===== config.mk =====
export PLATFORM = sky130hd
export DESIGN_NAME = wdog_top
export DESIGN_NICKNAME = d
export VERILOG_FILES = /design/src/rtl/wdog_pkg.sv /design/src/rtl/wdog_dp.sv /design/src/rtl/wdog_ctrl.sv /design/src/rtl/wdog_top.sv
export SDC_FILE = /design/constraint.sdc
export NUM_CORES = 1
export LEC_CHECK = 0
export BUFFER_PORTS_ARGS = -buffer_cell sky130_fd_sc_hd__buf_4
export CORE_ASPECT_RATIO = 0.9
export CORE_MARGIN = 2
export CORE_UTILIZATION = 45
export CTS_CLUSTER_DIAMETER = 80
export CTS_CLUSTER_SIZE = 25
export DETAILED_ROUTE_END_ITERATION = 8
export PLACE_DENSITY = 0.66
export SLEW_MARGIN = 25
export SYNTH_ARGS = -nofsm -noshare
export SYNTH_HDL_FRONTEND = slang
export SYNTH_HIERARCHICAL = 1
export SYNTH_SLANG_ARGS = --single-unit

===== constraint.sdc =====
create_clock -name clk -period 4.51 [get_ports clk]
set_input_delay 0.902 -clock clk [delete_from_list [all_inputs] [get_ports clk]]
set_output_delay 0.902 -clock clk [all_outputs]
set_load 0.05 [all_outputs]

===== src/rtl/wdog_pkg.sv =====
package wdog_pkg;
  localparam int ADDR_W = 3;
  localparam logic [31:0] UNLOCK_KEY = 32'h1ACC_E551;

  localparam logic [ADDR_W-1:0] A_RELOAD = 3'd0;
  localparam logic [ADDR_W-1:0] A_COUNT  = 3'd1;
  localparam logic [ADDR_W-1:0] A_CTRL   = 3'd2;
  localparam logic [ADDR_W-1:0] A_CLEAR  = 3'd3;
  localparam logic [ADDR_W-1:0] A_RAW    = 3'd4;
  localparam logic [ADDR_W-1:0] A_MASKED = 3'd5;
  localparam logic [ADDR_W-1:0] A_LOCK   = 3'd6;

  localparam int CTRL_W   = 4;
  localparam int B_RUN    = 0;
  localparam int B_IRQEN  = 1;
  localparam int B_RSTEN  = 2;
  localparam int B_STALL  = 3;

  // strobes from control to datapath
  typedef struct packed {
    logic loadWr;     // software wrote the reload register
    logic clrReload;  // interrupt clear reloads the count
    logic expReload;  // expiry reloads the count
    logic dec;        // decrement this edge
  } dpCmd_t;
endpackage


===== src/rtl/wdog_dp.sv =====
module wdog_dp
  import wdog_pkg::*;
#(
  parameter int DATA_W = 32,
  parameter logic [DATA_W-1:0] RELOAD_INIT = '1
) (
  input  logic              clk,
  input  logic              rst,
  input  dpCmd_t            cmd,
  input  logic [DATA_W-1:0] wrData,
  output logic [DATA_W-1:0] loadVal,
  output logic [DATA_W-1:0] cntVal,
  output logic              cntZero
);
  logic [DATA_W-1:0] loadReg;
  logic [DATA_W-1:0] count;

  always_ff @(posedge clk) begin
    if (rst) begin
      loadReg <= RELOAD_INIT;
    end else if (cmd.loadWr) begin
      loadReg <= wrData;
    end
  end

  always_ff @(posedge clk) begin
    if (rst) begin
      count <= RELOAD_INIT;
    end else if (cmd.loadWr) begin
      count <= wrData;
    end else if (cmd.clrReload || cmd.expReload) begin
      count <= loadReg;
    end else if (cmd.dec) begin
      count <= count - DATA_W'(1);
    end
  end

  assign loadVal = loadReg;
  assign cntVal  = count;
  assign cntZero = (count == '0);


  exp_reload_chk: assert property (@(posedge clk) disable iff (rst)
    cmd.expReload |=> (count == $past(loadReg)));


  dec_step_chk: assert property (@(posedge clk) disable iff (rst)
    cmd.dec |=> (count == $past(count) - DATA_W'(1)));
endmodule


===== src/rtl/wdog_ctrl.sv =====
module wdog_ctrl
  import wdog_pkg::*;
#(
  parameter int DATA_W = 32
) (
  input  logic              clk,
  input  logic              rst,
  input  logic              tickEn,
  input  logic              dbgHalt,
  input  logic              wrEn,
  input  logic [ADDR_W-1:0] addr,
  input  logic [DATA_W-1:0] wrData,
  input  logic [DATA_W-1:0] loadVal,
  input  logic [DATA_W-1:0] cntVal,
  input  logic              cntZero,
  output dpCmd_t            cmd,
  output logic [DATA_W-1:0] rdData,
  output logic              irq,
  output logic              sysRst
);
  logic [CTRL_W-1:0] ctrlReg;
  logic locked;
  logic rawStat;
  logic rstReq;
  logic active, cfgWr, loadWr, clrWr, expire;

  assign active = tickEn && ctrlReg[B_RUN] && !(ctrlReg[B_STALL] && dbgHalt);
  assign cfgWr  = wrEn && !locked;
  assign loadWr = cfgWr && (addr == A_RELOAD);
  assign clrWr  = cfgWr && (addr == A_CLEAR);
  assign expire = active && cntZero && !loadWr && !clrWr;

  always_comb begin
    cmd           = '0;
    cmd.loadWr    = loadWr;
    cmd.clrReload = clrWr && !loadWr;
    cmd.expReload = expire;
    cmd.dec       = active && !cntZero && !loadWr && !clrWr;
  end

  always_ff @(posedge clk) begin
    if (rst) begin
      ctrlReg <= '0;
    end else if (cfgWr && (addr == A_CTRL)) begin
      ctrlReg <= wrData[CTRL_W-1:0];
    end
  end

  always_ff @(posedge clk) begin
    if (rst) begin
      locked <= 1'b0;
    end else if (wrEn && (addr == A_LOCK)) begin
      locked <= (wrData != DATA_W'(UNLOCK_KEY));
    end
  end

  always_ff @(posedge clk) begin
    if (rst) begin
      rawStat <= 1'b0;
    end else if (clrWr) begin
      rawStat <= 1'b0;
    end else if (expire) begin
      rawStat <= 1'b1;
    end
  end

  always_ff @(posedge clk) begin
    if (rst) begin
      rstReq <= 1'b0;
    end else if (expire && rawStat && ctrlReg[B_RSTEN]) begin
      rstReq <= 1'b1;
    end
  end

  assign irq    = rawStat && ctrlReg[B_IRQEN];
  assign sysRst = rstReq;

  always_comb begin
    rdData = '0;
    case (addr)
      A_RELOAD: rdData = loadVal;
      A_COUNT:  rdData = cntVal;
      A_CTRL:   rdData = DATA_W'(ctrlReg);
      A_RAW:    rdData = DATA_W'(rawStat);
      A_MASKED: rdData = DATA_W'(irq);
      A_LOCK:   rdData = DATA_W'(locked);
      default:  rdData = '0;
    endcase
  end


  rst_sticky_chk: assert property (@(posedge clk) disable iff (rst)
    sysRst |=> sysRst);


  rst_cause_chk: assert property (@(posedge clk) disable iff (rst)
    $rose(sysRst) |-> $past(rawStat && ctrlReg[B_RSTEN]));


  raw_cause_chk: assert property (@(posedge clk) disable iff (rst)
    $rose(rawStat) |-> $past(cntZero));


  lock_ctrl_chk: assert property (@(posedge clk) disable iff (rst)
    (locked && wrEn && (addr == A_CTRL)) |=> $stable(ctrlReg));
endmodule


===== src/rtl/wdog_top.sv =====
module wdog_top
  import wdog_pkg::*;
#(
  parameter int DATA_W = 32
) (
  input  logic              clk,
  input  logic              rst,
  input  logic              tickEn,
  input  logic              dbgHalt,
  input  logic              wrEn,
  input  logic [2:0]        addr,
  input  logic [DATA_W-1:0] wrData,
  output logic [DATA_W-1:0] rdData,
  output logic              irq,
  output logic              sysRst
);
  dpCmd_t cmd;
  logic [DATA_W-1:0] loadVal;
  logic [DATA_W-1:0] cntVal;
  logic cntZero;

  wdog_ctrl #(.DATA_W(DATA_W)) u_ctrl (
    .clk(clk), .rst(rst), .tickEn(tickEn), .dbgHalt(dbgHalt),
    .wrEn(wrEn), .addr(addr), .wrData(wrData),
    .loadVal(loadVal), .cntVal(cntVal), .cntZero(cntZero),
    .cmd(cmd), .rdData(rdData), .irq(irq), .sysRst(sysRst)
  );

  wdog_dp #(.DATA_W(DATA_W)) u_dp (
    .clk(clk), .rst(rst), .cmd(cmd), .wrData(wrData),
    .loadVal(loadVal), .cntVal(cntVal), .cntZero(cntZero)
  );
endmodule


==> impl_metrics.yaml, run 1 <==
synth:
  synth_top_family_by_area: "compound AO/OA/AOI/OAI gates"
  synth_ff_type: "dfxtp_1"
  synth-xor-area-share_pct: 1.378
  synth-simple-area-share_pct: 26.96
  avgSynthCellArea_um2: 7.919
  synth_fa_ha_area_share_pct: 0.2811
  yosysTopAreaCell: "dfxtp_1"
  yosysWarnings: 6
  synth_compound_area_share_pct: 31.09
  synth-edff-count: 0
  synthesis.nets: 603
  syn-cell-area_um2: 4451
  async_flop_share_pct: 0
  muxShareOfSynthArea_pct: 1.602
  ys_ff_latch: 71
  yosysTopAreaCellShare_pct: 31.94
  yosysSeqAreaShare_pct: 31.94
  yosysMostFrequentCell: "dfxtp_1"
  yosys.cell_types.count: 68
  ys_top_cells_by_count: "dfxtp_1, o21ai_0, a21oi_1"
  synth_area_leaders: "dfxtp_1, o21ai_0, a22o_1"
  postSynthCellCount: 562
setup_path:
  worst_setup_path_end_kind: "register"
  rr_endpoint: "u_dp/cntVal[30]"
  crit_buf_inv: 4
  crit_chain: "inv_1 > ha_1 > or3b_2 > nor4_1 > buf_4 > nand2_1 > nor3_1 > inv_1 > nor3_1 > buf_4 > or3b_1 > nor2_1 > o41ai_1 > a211o_1"
  r2r.worst_path.cells: 14
  crit_family: "simple AND/OR/NAND/NOR gates"
  r2r_slack_ns: 0.54
  critPathArrivalTime_ns: 4.27
  cp.depth: 14
  r2r-start: "u_dp/cntVal[0]"
  startpoint: "u_dp/cntVal[0]"
  worstSetupEndpoint: "u_dp/cntVal[30]"
  cpPeakStageDelay_ns: 0.56
  worstPathMaxFanout: 17
  cp-start-kind: "register"
  path_class: "register to register"
  cp_data_required_time_ns: 4.82
  slowest_stage: "or3b_1"
run:
  drv_cap: 0
routing:
  via_per_inst: 6.355
  drtIter0Drc: 420
  wl_per_cell_um: 19.45
  drcViolationCount: 0
  vias: 4722
  final_antenna_net_count: 0
  firstDrtPassIters: 5
  drt_wl_total_um: 14460
clocking:
  cts_tree: "done"
  cts_setup_buffers: 0
  cts_resized: 0
  cts_buffers: 9
  clock_latency_ns: 0.36
  cts.clk_slew.worst_paths_ns: 0.08
  htree_levels: 3
  cts-root-buf: "clkbuf_8"
  cts.sinks: 71
  clockBufferDepth: 2
  hold_buffers: 0
sta:
  setup_viol: 0
  setup_tns_ns: 0
  final-hold-violation-count: 0
  finalCritPeriodShare_pct: 87.94
  finalWorstSetupSlack_ns: 0.5439
  fin_hold_ws_ns: 0.4786
  slew_viol_final: 0
  clock_skew_ns: 0.01210
  relSlewSlack_pct: 39.54
  layout_min_cycle_time_ns: 3.966
  worst_pin_slew_ns: 0.9000
  max_clock_freq_ghz: 0.2521
  rsz0062_at_grt: "false"
global_routing:
  gr-total-overflow: 0
  grt_pass1_vias: 4349
  grt_pass1_wl_um: 22770
  track_usage_pct: 26.89
  grt_max_degree: 78
  grt_antenna_before_repair: 0
pwr:
  p_leak_nw: 2.042
  ir_drop_v: 0.0001669
  power_density_nw_per_um2: 287.1
placed_design:
  io_buffers: 73
  dpl.cell_count: 727
  gp_congestion: 0.9137
  place_area_um2: 5064
  dp_hpwl_um: 9749
  pre_cts_ws_ns: 0.6688
floorplan:
  dieHeight_um: 98.35
  die_w_um: 108.8
  boundaryPins: 74
  rows: 34
  start_util_pct: 46.09
  core-area_um2: 9657
  die_area_um2: 10700
cells_and_area:
  antenna_cells: 0
  final_nets: 653
  postLayoutCellArea_um2: 5271
  finalNonFillerCells: 743
  layout-drive-gt1-share_pct: 18.96
  syn_to_final_growth_pct: 18.44
hold_path:
  hp-start: "u_dp/loadVal[12]"
  hp-class: "register to register"
outcome:
  status: "finished clean"
-- through the flow --
stage / util (%) / power, mW
2_1_floorplan: - / 0.8774
3_3_place_gp: 52.38 / 0.9761
3_5_place_dp: 52.44 / 0.9786
4_1_cts: 54.59 / 1.517
5_1_grt: 54.59 / 1.575
6_report: 54.59 / 1.513
-- layout by cell type (no fill, tap or decap), types with 3 or more instances in the layout --
master     instances
a211oi_1           6
a2bb2oi_1          4
a22o_1            28
a21oi_1           46
nand4b_1           3
or2_2              3
nor4bb_1           5
nand2_1           34
a21boi_0           4
nor2_1            32
o41ai_1            4
nor3_2             3
or3_1              7
nand3_1           14
nor4b_1            5
nor2b_1            4
clkbuf_8          11
nand2b_1          20
a31oi_1            3
a2111oi_0          3
mux2i_1            6
inv_1             28
a221o_1            8
nand3b_1           5
xnor2_1            5
or4_4              3
nand4_1            8
o211ai_1          17
dfxtp_1           71
o21ai_0           53
nor3_1            10
nor4_1            14
buf_4             81
o311ai_0           4
or4_1             13
a211o_1            4
and3_1             3
-- worst min-delay path by stage --
| stage | end | slack (ns) | cells past startpoint |
|---|---|---|---|
| 5_1_grt | u_dp/loadVal[12] | 0.50 | 2 |
| 3_5_place_dp | u_ctrl/sysRst | 0.45 | 2 |
| 3_3_place_gp | u_dp/loadVal[20] | 0.45 | 2 |
| 6_report | u_dp/loadVal[12] | 0.48 | 2 |
| 2_1_floorplan | u_dp/loadVal[2] | 0.44 | 2 |
| 4_1_cts | u_dp/loadVal[12] | 0.47 | 2 |
-- worst reg2reg max path: cells and delay by family, from the launching register on --
| kind | cells | cell delay (ns) |
|---|---|---|
| AO/OA/AOI/OAI | 2 | 0.54 |
| adder cells (fa/ha/maj) | 1 | 0.21 |
| buffers and inverters | 4 | 0.63 |
| flip-flops | 1 | 0.37 |
| AND/OR/NAND/NOR | 7 | 2.19 |
-- registers in the layout, indices dropped and copies added, names as in the netlist --
| name | flops |
|---|---|
| u_dp/cntVal | 32 |
| u_dp/loadVal | 32 |
| u_ctrl/ctrlReg | 4 |
| u_ctrl/locked | 1 |
| u_ctrl/rawStat | 1 |
| u_ctrl/sysRst | 1 |
-- per-layer routing --
metal,vias to the layer above,global-route usage (%),wire [um]
met1,2229,39.13,6857
met4,0,7.199,284
li1,2243,-,-
met2,223,40.82,6348
met3,27,4.673,965
met5,-,0,0
-- logic make-up after synthesis --
logic type                 Yosys count
muxes                                7
AOI/OAI and AO/OA                  203
and+or+nand+nor                    202
adders and majority gates            1
buffers and inverters               71
DFF                                 71
xor gates and xnor gates             7
-- power breakdown --
group / total [mW] / leakage [nW] / internal (mW) / switching [mW]
combinational: 0.288 / 1.36 / 0.111 / 0.177
sequential: 0.680 / 0.579 / 0.649 / 0.0315
clock: 0.544 / 0.105 / 0.285 / 0.260
total: 1.51 / 2.04 / 1.04 / 0.468
-- layout make-up --
| type | count | area, um^2 |
|---|---|---|
| clock inverters | 5 | 56.30 |
| multi-input cells | 420 | 2751 |
| clock buffers | 11 | 151.4 |
| inverters | 28 | 105.1 |
| fillers | 952 | 4385 |
| repair buffers | 82 | 628.1 |
| well taps | 126 | 157.7 |
| flip-flops and latches | 71 | 1421 |
Note: power is estimated with default switching activity, not from simulation.
==> run 2: changes to the inputs <==
CORE_UTILIZATION = 57   (was 45)
PLACE_DENSITY = 0.81   (was 0.66)
==> impl_metrics.yaml, run 2 (same netlist as run 1, synthesis figures left out) <==
pwr:
  p_leak_nw: 2.062
  power_switching_uw: 466.6
  seqPwrFrac_pct: 43.8
  pwr-share-clk_pct: 37.7
  switching_share_pct: 30.02
  internal_power_mw: 1.088
  power_density_nw_per_um2: 294.8
  combPwrFrac_pct: 18.5
  ir_drop_v: 0.0001966
global_routing:
  grt_antenna_before_repair: 0
  track_usage_pct: 32.57
  grt_pass1_vias: 4336
  grt_max_degree: 94
  gr-total-overflow: 0
  grt_pass1_wl_um: 22430
sta:
  setup_tns_ns: 0
  finalWorstSetupSlack_ns: 0.4427
  relSlewSlack_pct: 47.18
  layout_min_cycle_time_ns: 4.067
  finalCritPeriodShare_pct: 90.19
  rsz0062_at_grt: "false"
  max_clock_freq_ghz: 0.2459
  slew_viol_final: 0
  clock_skew_ns: 0.01354
  final-hold-violation-count: 0
  worst_pin_slew_ns: 0.7880
  setup_viol: 0
cells_and_area:
  layout-drive-gt1-share_pct: 19.19
  syn_to_final_growth_pct: 18.44
  layout_commonest_cell: "buf_4"
  final_nets: 656
  antenna_cells: 0
  most-common-layout-cells: "buf_4, dfxtp_1, o21ai_0"
clocking:
  cts.clk_slew.worst_paths_ns: 0.08
  htree_levels: 3
  cts_tree: "done"
  clock_latency_ns: 0.36
  cts_setup_buffers: 0
  cts_resized: 0
  hold_buffers: 0
  clockBufferDepth: 2
  cts_buffers: 9
  cts-root-buf: "clkbuf_8"
  cts.sinks: 71
placed_design:
  pre_cts_ws_ns: 0.6878
  gp_congestion: 0.9500
  dp_hpwl_um: 9651
  io_buffers: 73
routing:
  drtIter0Drc: 509
  vias: 4866
  drcViolationCount: 0
  via_per_inst: 6.796
  final_antenna_net_count: 0
  firstDrtPassIters: 5
  drt_wl_total_um: 14150
  wl_per_cell_um: 19.76
floorplan:
  rows: 30
  dieHeight_um: 87.83
  die_area_um2: 8532
  boundaryPins: 74
  die_w_um: 97.14
  start_util_pct: 58.99
  core-area_um2: 7545
setup_path:
  cp_data_required_time_ns: 4.81
  critPathArrivalTime_ns: 4.37
  worstPathMaxFanout: 17
  cp-start-kind: "register"
  path_class: "register to register"
  worst_setup_path_end_kind: "register"
run:
  drv_cap: 0
outcome:
  status: "finished clean"
hold_path:
  hp-class: "register to register"
-- run 2: cell types whose count changed in the layout (fill, tap and decap cells not counted), sizes merged --
| cell | previous run | this run |
|---|---|---|
| buf | 82 | 85 |
| clkinv | 3 | 2 |
| bufinv | 1 | 2 |
-- run 2: area by class of cell --
class,count,area (um^2)
tap,96,120.1
multi-input combinational,420,2751
sequential,71,1421
fill,626,2273
clock buffer,11,141.4
inverter,28,105.1
timing repair buffer,85,650.6
clock inverter,5,81.33
-- run 2: path summary, 6_finish.rpt --
path	startpoint	endpoint	slack (ns)	cells past startpoint
hold reg to reg	u_dp/loadVal[13]	u_dp/loadVal[13]	0.47	2
setup reg to reg	u_dp/cntVal[0]	u_dp/cntVal[30]	0.44	14
setup / recovery	u_dp/cntVal[0]	u_dp/cntVal[30]	0.44	14
hold / removal	u_dp/loadVal[13]	u_dp/loadVal[13]	0.47	2
-- run 2: worst max-delay path: stages, from the launching register on --
cell,delay (ns)
dfxtp_1,0.37
inv_1,0.09
ha_1,0.20
or3b_2,0.52
nor4_1,0.34
buf_4,0.21
nand2_1,0.09
nor3_1,0.36
inv_1,0.07
nor3_1,0.20
buf_4,0.27
or3b_1,0.55
nor2_1,0.10
o41ai_1,0.50
a211o_1,0.16
-- run 2: per-layer routing --
metal / part of all wire (%) / track usage, % / up-vias
li1: - / - / 2261
met2: 45 / 52.46 / 300
met5: 0 / 0 / -
met4: 1.6 / 10.24 / 0
met3: 9.6 / 5.666 / 31
met1: 44 / 45.14 / 2274
-- run 2: metrics by stage --
| step | cell area [um^2] | hold WS (ns) | power (mW) | cells | util, % |
|---|---|---|---|---|---|
| detailed placement | 5049 | 0.4583 | 0.9775 | 700 | 66.92 |
| global route | 5271 | 0.5002 | 1.607 | 716 | 69.87 |
| finish | 5271 | 0.4726 | 1.554 | 716 | 69.87 |
| global placement | 5044 | 0.4525 | 0.9731 | 700 | 66.85 |
| CTS | 5271 | 0.4737 | 1.552 | 716 | 69.87 |
| floorplan | 4451 | 0.4395 | 0.8774 | 562 | - |
-- run 2: power by group through the flow --
stage,combinational [mW],sequential (mW),clock [mW]
floorplan,0.194,0.684,0
global route,0.305,0.684,0.618
finish,0.288,0.681,0.586
detailed placement,0.283,0.694,0
CTS,0.285,0.680,0.588
global placement,0.280,0.693,0
